<file path="config.mk">
export PLATFORM = sky130hd
export DESIGN_NAME = sensor_spi_slave
export DESIGN_NICKNAME = d
export VERILOG_FILES = /design/src/rtl/spi_cmd_pkg.sv /design/src/rtl/spi_pin_sync.sv /design/src/rtl/spi_byte_shift.sv /design/src/rtl/spi_reg_bank.sv /design/src/rtl/sensor_spi_slave.sv
export SDC_FILE = /design/constraint.sdc
export NUM_CORES = 1
export LEC_CHECK = 0
export BUFFER_PORTS_ARGS = -buffer_cell sky130_fd_sc_hd__buf_2
export CAP_MARGIN = 20
export CORE_ASPECT_RATIO = 0.8
export CORE_MARGIN = 8
export CORE_UTILIZATION = 40
export DETAILED_ROUTE_END_ITERATION = 8
export PLACE_DENSITY = 0.69
export SLEW_MARGIN = 20
export SYNTH_ARGS = -nofsm -noshare
export SYNTH_HDL_FRONTEND = slang
export SYNTH_SLANG_ARGS = --single-unit
</file>
<file path="constraint.sdc">
create_clock -name clk -period 4.8 [get_ports clk]
set_input_delay 0 -clock clk [delete_from_list [all_inputs] [get_ports clk]]
set_output_delay 0 -clock clk [all_outputs]
set_load 0.02 [all_outputs]
</file>
<file path="src/rtl/spi_cmd_pkg.sv">
package spi_cmd_pkg;
  localparam logic [7:0] OP_PIXEL  = 8'h01;
  localparam logic [7:0] OP_START  = 8'h02;
  localparam logic [7:0] OP_STATUS = 8'h03;
  localparam logic [7:0] OP_SRST   = 8'h04;
  localparam logic [3:0] GRP_WRITE = 4'h4;
  localparam logic [3:0] GRP_READ  = 4'h5;

  typedef enum logic [2:0] {
    K_NONE, K_PIXEL, K_START, K_STATUS, K_SRST, K_WRITE, K_READ
  } cmd_kind_t;

  function automatic cmd_kind_t classify(input logic [7:0] b);
    if (b == OP_PIXEL)              return K_PIXEL;
    else if (b == OP_START)         return K_START;
    else if (b == OP_STATUS)        return K_STATUS;
    else if (b == OP_SRST)          return K_SRST;
    else if (b[7:4] == GRP_WRITE)   return K_WRITE;
    else if (b[7:4] == GRP_READ)    return K_READ;
    else                            return K_NONE;
  endfunction

  function automatic logic [3:0] start_addr(input logic [7:0] b);
    return b[3:0];
  endfunction

  function automatic logic [7:0] reset_value(input int idx, input int thr_idx);
    return (idx == thr_idx) ? 8'hFF : 8'h00;
  endfunction
endpackage

</file>
<file path="src/rtl/spi_pin_sync.sv">
module spi_pin_sync #(
  parameter int W = 3,
  parameter logic [W-1:0] RST_VAL = '0
) (
  input  logic         clk,
  input  logic         rst_n,
  input  logic [W-1:0] pin_in,
  output logic [W-1:0] level,
  output logic [W-1:0] rise,
  output logic [W-1:0] fall
);
  for (genvar i = 0; i < W; i++) begin : g_bit
    logic s1, s2, prev;
    always_ff @(posedge clk or negedge rst_n) begin
      if (!rst_n) begin
        s1 <= RST_VAL[i]; s2 <= RST_VAL[i]; prev <= RST_VAL[i];
      end else begin
        s1 <= pin_in[i]; s2 <= s1; prev <= s2;
      end
    end
    assign level[i] = s2;
    assign rise[i]  = s2 & ~prev;
    assign fall[i]  = ~s2 & prev;
  end
endmodule

</file>
<file path="src/rtl/spi_byte_shift.sv">
module spi_byte_shift #(
  parameter int BITS = 8
) (
  input  logic            clk,
  input  logic            rst_n,
  input  logic            frame_start,
  input  logic            frame_active,
  input  logic            sck_rise,
  input  logic            sck_fall,
  input  logic            mosi_bit,
  input  logic            load_en,
  input  logic [BITS-1:0] load_byte,
  output logic            byte_done,
  output logic [BITS-1:0] rx_byte,
  output logic            miso
);
  localparam int CW = $clog2(BITS);
  localparam logic [CW-1:0] LAST = CW'(BITS - 1);

  logic [BITS-1:0] rx_sh, tx_sh, byte_q;
  logic [CW-1:0]   cnt;
  logic            done_q;

  always_ff @(posedge clk or negedge rst_n) begin
    if (!rst_n) begin
      rx_sh <= '0; tx_sh <= '0; byte_q <= '0; cnt <= '0; done_q <= 1'b0;
    end else begin
      done_q <= 1'b0;
      if (frame_start) begin
        cnt <= '0; rx_sh <= '0; tx_sh <= '0;
      end else if (!frame_active) begin
        cnt <= '0;
      end else begin
        if (sck_rise) begin
          rx_sh <= {rx_sh[BITS-2:0], mosi_bit};
          cnt   <= cnt + 1'b1;
          if (cnt == LAST) begin
            done_q <= 1'b1;
            byte_q <= {rx_sh[BITS-2:0], mosi_bit};
          end
        end
        if (load_en)
          tx_sh <= load_byte;
        else if (sck_fall && cnt != '0)
          tx_sh <= {tx_sh[BITS-2:0], 1'b0};
      end
    end
  end

  assign byte_done = done_q;
  assign rx_byte   = byte_q;
  assign miso      = tx_sh[BITS-1];

  assert_frame_clear_R3: assert property (@(posedge clk) disable iff (!rst_n)
    frame_start |=> (tx_sh == '0 && cnt == '0));
  assert_tx_hold_R2: assert property (@(posedge clk) disable iff (!rst_n)
    (frame_active && !frame_start && !sck_fall && !load_en) |=> $stable(tx_sh));
  assert_done_single_R11: assert property (@(posedge clk) disable iff (!rst_n)
    byte_done |=> !byte_done);
endmodule

</file>
<file path="src/rtl/spi_reg_bank.sv">
module spi_reg_bank
  import spi_cmd_pkg::*;
#(
  parameter int NREGS   = 17,
  parameter int THR_IDX = 8,
  parameter int AW      = 5
) (
  input  logic             clk,
  input  logic             rst_n,
  input  logic             srst,
  input  logic             wr_en,
  input  logic [AW-1:0]    wr_addr,
  input  logic [7:0]       wr_data,
  input  logic [3:0]       rd_addr,
  output logic [7:0]       rd_data,
  output logic [NREGS*8-1:0] regs_flat
);
  for (genvar i = 0; i < NREGS; i++) begin : g_reg
    localparam logic [7:0] RV = reset_value(i, THR_IDX);
    logic [7:0] q;
    always_ff @(posedge clk or negedge rst_n) begin
      if (!rst_n)                                q <= RV;
      else if (srst)                             q <= RV;
      else if (wr_en && wr_addr == AW'(i))       q <= wr_data;
    end
    assign regs_flat[i*8 +: 8] = q;
  end

  always_comb begin
    rd_data = 8'h00;
    for (int i = 0; i < NREGS; i++)
      if (32'(rd_addr) == i) rd_data = regs_flat[i*8 +: 8];
  end

  assert_drop_past_end_R4: assert property (@(posedge clk) disable iff (!rst_n)
    (wr_en && !srst && 32'(wr_addr) >= NREGS) |=> $stable(regs_flat));
  assert_srst_restore_R9: assert property (@(posedge clk) disable iff (!rst_n)
    srst |=> (regs_flat[THR_IDX*8 +: 8] == 8'hFF));
endmodule

</file>
<file path="src/rtl/sensor_spi_slave.sv">
module sensor_spi_slave
  import spi_cmd_pkg::*;
#(
  parameter int NREGS   = 17,
  parameter int THR_IDX = 8
) (
  input  logic               clk,
  input  logic               rst_n,
  input  logic               spi_sck,
  input  logic               spi_cs_n,
  input  logic               spi_mosi,
  output logic               spi_miso,
  input  logic [7:0]         status_flags,
  input  logic [7:0]         pix_data,
  output logic               pix_rd,
  output logic               start_pulse,
  output logic               srst_pulse,
  output logic [NREGS*8-1:0] cfg_regs
);
  localparam int AW_MIN = $clog2(NREGS + 1);
  localparam int AW     = (AW_MIN > 4) ? AW_MIN : 4;

  logic [2:0] pin_lvl, pin_rise, pin_fall;
  spi_pin_sync #(.W(3), .RST_VAL(3'b100)) u_sync (
    .clk(clk), .rst_n(rst_n),
    .pin_in({spi_cs_n, spi_sck, spi_mosi}),
    .level(pin_lvl), .rise(pin_rise), .fall(pin_fall)
  );

  logic frame_active, frame_start, sck_rise, sck_fall, mosi_bit;
  assign frame_active = ~pin_lvl[2];
  assign frame_start  = pin_fall[2];
  assign sck_rise     = pin_rise[1];
  assign sck_fall     = pin_fall[1];
  assign mosi_bit     = pin_lvl[0];

  logic       byte_done, load_en;
  logic [7:0] rx_byte, load_byte;

  spi_byte_shift #(.BITS(8)) u_shift (
    .clk(clk), .rst_n(rst_n),
    .frame_start(frame_start), .frame_active(frame_active),
    .sck_rise(sck_rise), .sck_fall(sck_fall), .mosi_bit(mosi_bit),
    .load_en(load_en), .load_byte(load_byte),
    .byte_done(byte_done), .rx_byte(rx_byte), .miso(spi_miso)
  );

  logic          in_write_q;
  logic [AW-1:0] ptr_q;
  logic          wr_en;
  logic [7:0]    rd_data;
  cmd_kind_t     kind;

  spi_reg_bank #(.NREGS(NREGS), .THR_IDX(THR_IDX), .AW(AW)) u_regs (
    .clk(clk), .rst_n(rst_n), .srst(srst_pulse),
    .wr_en(wr_en), .wr_addr(ptr_q), .wr_data(rx_byte),
    .rd_addr(start_addr(rx_byte)), .rd_data(rd_data),
    .regs_flat(cfg_regs)
  );

  assign kind    = classify(rx_byte);
  assign load_en = byte_done;

  always_comb begin
    load_byte   = 8'h00;
    wr_en       = 1'b0;
    pix_rd      = 1'b0;
    start_pulse = 1'b0;
    srst_pulse  = 1'b0;
    if (byte_done) begin
      if (in_write_q) begin
        wr_en = 1'b1;
      end else begin
        case (kind)
          K_PIXEL:  begin load_byte = pix_data; pix_rd = 1'b1; end
          K_START:  start_pulse = 1'b1;
          K_STATUS: load_byte = status_flags;
          K_SRST:   srst_pulse = 1'b1;
          K_READ:   load_byte = rd_data;
          default:  load_byte = 8'h00;
        endcase
      end
    end
  end

  always_ff @(posedge clk or negedge rst_n) begin
    if (!rst_n) begin
      in_write_q <= 1'b0;
      ptr_q      <= '0;
    end else if (frame_start) begin
      in_write_q <= 1'b0;
      ptr_q      <= '0;
    end else if (byte_done) begin
      if (in_write_q) begin
        if (32'(ptr_q) < NREGS) ptr_q <= ptr_q + 1'b1;
      end else if (kind == K_WRITE) begin
        in_write_q <= 1'b1;
        ptr_q      <= AW'(start_addr(rx_byte));
      end
    end
  end

  assert_frame_exit_write_R11: assert property (@(posedge clk) disable iff (!rst_n)
    frame_start |=> !in_write_q);
  assert_pix_single_R7: assert property (@(posedge clk) disable iff (!rst_n)
    pix_rd |=> !pix_rd);
  assert_start_single_R8: assert property (@(posedge clk) disable iff (!rst_n)
    start_pulse |=> !start_pulse);
  assert_pulses_exclusive_R10: assert property (@(posedge clk) disable iff (!rst_n)
    $countones({pix_rd, start_pulse, srst_pulse, wr_en}) <= 1);
endmodule

</file>
==> results.json <==
{
  "status": "complete, but fails checks",
  "failed_checks": "negative hold slack",
  "p_leak_nw": 4.906,
  "power.density_nw_per_um2": 279.4,
  "grt_overflow_total": 0,
  "slew-limit-headroom_pct": 25.90,
  "ys_types": 70,
  "synthDominantCellAreaShare_pct": 46.56,
  "numCtsBuffers": 17,
  "htree_levels": 4,
  "ys_warn_count": 0,
  "drt-pass1-iter-count": 7,
  "cts.sinks": 177,
  "final_hold_viol_count": 1,
  "diodes": 0,
  "synth_area_per_cell_um2": 8.798,
  "grt_usage_pct": 22.72,
  "ir_worst_vdd_uv": 228.7,
  "crit_path_start_kind": "register",
  "crit_type": "reg2out",
  "grt_pass1_vias": 7960,
  "drive_above_1_share_pct": 20.49,
  "syn_inst": 1014,
  "dieArea_um2": 27370,
  "synth_ff_type": "dfrtp_1",
  "cts_tree": "done",
  "antenna_found_initial": 0,
  "seq_area_frac_synth_pct": 49.80,
  "clock_path_buffers": 2,
  "via_per_inst": 5.901,
  "start_util_pct": 40.20,
  "rows": 49,
  "setup_viol": 0,
  "cp_common_cell": "buf_4",
  "syn-cell-area_um2": 8921,
  "slowest_delay_ns": 0.72,
  "crit_family": "buffers and inverters",
  "async_flop_share_pct": 100.0,
  "slowest_stage": "dfrtp_2",
  "post-route-period-util_pct": 71.45,
  "drt_iter0_markers": 969,
  "core_um2": 22190,
  "max_freq_ghz": 0.2916,
  "crit_path_end_kind": "output pin",
  "total_power_mw": 2.909,
  "critical_path_buf_inv_count": 4,
  "tns_ns": 0,
  "holdPathStages": 4,
  "finClkSkew_ns": 0.008853,
  "areaGrowthSynthToFinish_pct": 16.68,
  "hold_slack_ns": -0.006084,
  "crit_required_ns": 4.80,
  "synthesis.nets": 1043,
  "chipHeight_um": 149.6,
  "clk_pin_slew_worst_paths_ns": 0.07,
  "r2r_cells": 7,
  "synth_edf_count": 0,
  "grt_max_degree": 89,
  "critPathMaxFanout": 30,
  "vias": 8515,
  "cp.depth": 7,
  "io_buffers": 160,
  "hold_class": "in2reg",
  "tightestPinTransition_ns": 1.112,
  "cap_violations": 0,
  "crit_chain": "buf_4 > nor3b_1 > o21ai_1 > nand4b_1 > buf_4 > inv_2 > buf_2",
  "rsz0062_at_grt": "no",
  "drc": 0,
  "hpwl_um": 22210,
  "postRouteAntennaNets": 0,
  "cp.arrival_ns": 3.43,
  "synth_area_leaders": "dfrtp_1 (47%), nand2_1 (8.3%), nand3_1 (7.2%)",
  "fp.dieW_um": 183.0,
  "ios": 161,
  "synthMostInstantiatedCell": "nand2_1",
  "routedWlPerCell_um": 21.71,
  "clock_latency_ns": 0.44,
  "slew_violations": 0,
  "cts-root-buf": "clkbuf_16",
  "globalplace.congestion": 0.9266,
  "finalWirelength_um": 31330,
  "grt_pass1_wl_um": 48170,
  "layout_min_cycle_time_ns": 3.430,
  "ys_ff_latch": 177,
  "synth_top_area_cell": "dfrtp_1",
  "final_net_count": 1153,
  "synth_common_cells": "nand2_1 (198), dfrtp_1 (166), nand3_1 (128)"
}
==> layer usage <==
metal  GRT usage [%]  share of wire (%)  up-vias
li1                -                  -     3825
met1           31.98                 43     4151
met2           33.58                 44      503
met3           6.333                 11       36
met4           6.778                1.9        0
met5               0                  0        -
==> placed cells by master, fill, tap and decap left out, drive strengths merged, types with 13 or more instances in the layout <==
master / instances
nand2: 198
buf: 170
dfrtp: 166
o21ai: 129
nand3: 128
a21oi: 48
nor2: 39
mux2i: 29
inv: 28
clkbuf: 17
nor3: 13
==> worst paths after layout <==
check                                                    start                                end  slack (ns)
worst max-delay path            u_shift.rx_byte[0]$_DFFE_PN0P_                         srst_pulse        1.37
worst min-delay path                               pix_data[3]       u_shift.tx_sh[3]$_DFFE_PN0P_      -0.006
worst max register to register  u_shift.rx_byte[0]$_DFFE_PN0P_   u_regs.g_reg[5].q[4]$_DFFE_PN0P_        1.54
worst min register to register    u_sync.g_bit[0].s1$_DFF_PN0_       u_sync.g_bit[0].s2$_DFF_PN0_        0.35
max in group asynchronous                                rst_n   u_regs.g_reg[2].q[5]$_DFFE_PN0P_        3.41
min in group asynchronous                                rst_n  u_regs.g_reg[16].q[1]$_DFFE_PN0P_        0.14
==> cell families after synthesis <==
group,count (synthesis),synth area share (%)
xor gates and xnor gates,1,0.09819
AOI/OAI and AO/OA,265,17.84
DFF,177,49.80
buffers and inverters,103,5.007
muxes,35,4.390
adders and majority gates,8,1.122
and+or+nand+nor,425,21.74
==> state kept, by name, indices dropped and copies added, names as in the netlist <==
signal and cells:
u_shift.rx_byte 8, u_sync.g_bit.prev 2, in_write_q 1, ptr_q 5, u_sync.g_bit.s2 3, u_shift.byte_done 1
u_shift.cnt 3, u_shift.tx_sh 8, u_shift.rx_sh 7, u_sync.g_bit.s1 3, u_regs.g.q 136
==> final cells by class <==
| cell class | count | area [um^2] |
|---|---|---|
| fillers | 2145 | 11790 |
| clock inverters | 15 | 125.1 |
| repair buffers | 174 | 922.1 |
| flip-flops and latches | 177 | 4447 |
| multi-input cells | 734 | 4031 |
| inverters | 20 | 75.07 |
| clock buffers | 17 | 425.4 |
| well taps | 306 | 382.9 |
==> where the power goes <==
part	switching (mW)	internal, mW
Clock	0.651	0.679
Sequential	0.0112	1.50
Combinational	0.0461	0.0201
==> tightest hold or removal path: stages <==
cell      delay, ns
buf_2          0.07
mux2i_1        0.08
o21ai_1        0.14
a2111o_1       0.11
==> metrics by stage <==
step           worst slack [ns]  hold WS [ns]  instance area, um^2  std cells  utilization [%]
6_report                  1.370     -0.006084                10410       1443            46.90
4_1_cts                   1.464      0.008596                10410       1443            46.90
3_3_place_gp              1.744       0.07821                 9818       1407            44.24
5_1_grt                   1.192       0.02990                10410       1443            46.90
2_1_floorplan             2.939       -0.2956                 8921       1014                -
3_5_place_dp              1.653       0.07226                 9818       1407            44.24
==> repair_timing <==
item / 4_1_cts / 5_1_grt
gates resized for setup: 0 / 0
hold buffers: 4 / 0
hold endpoints to repair: 68 / 0
setup endpoints to repair: 0 / 0
setup buffers: 0 / 0
Note: power is estimated with default switching activity, not from simulation.
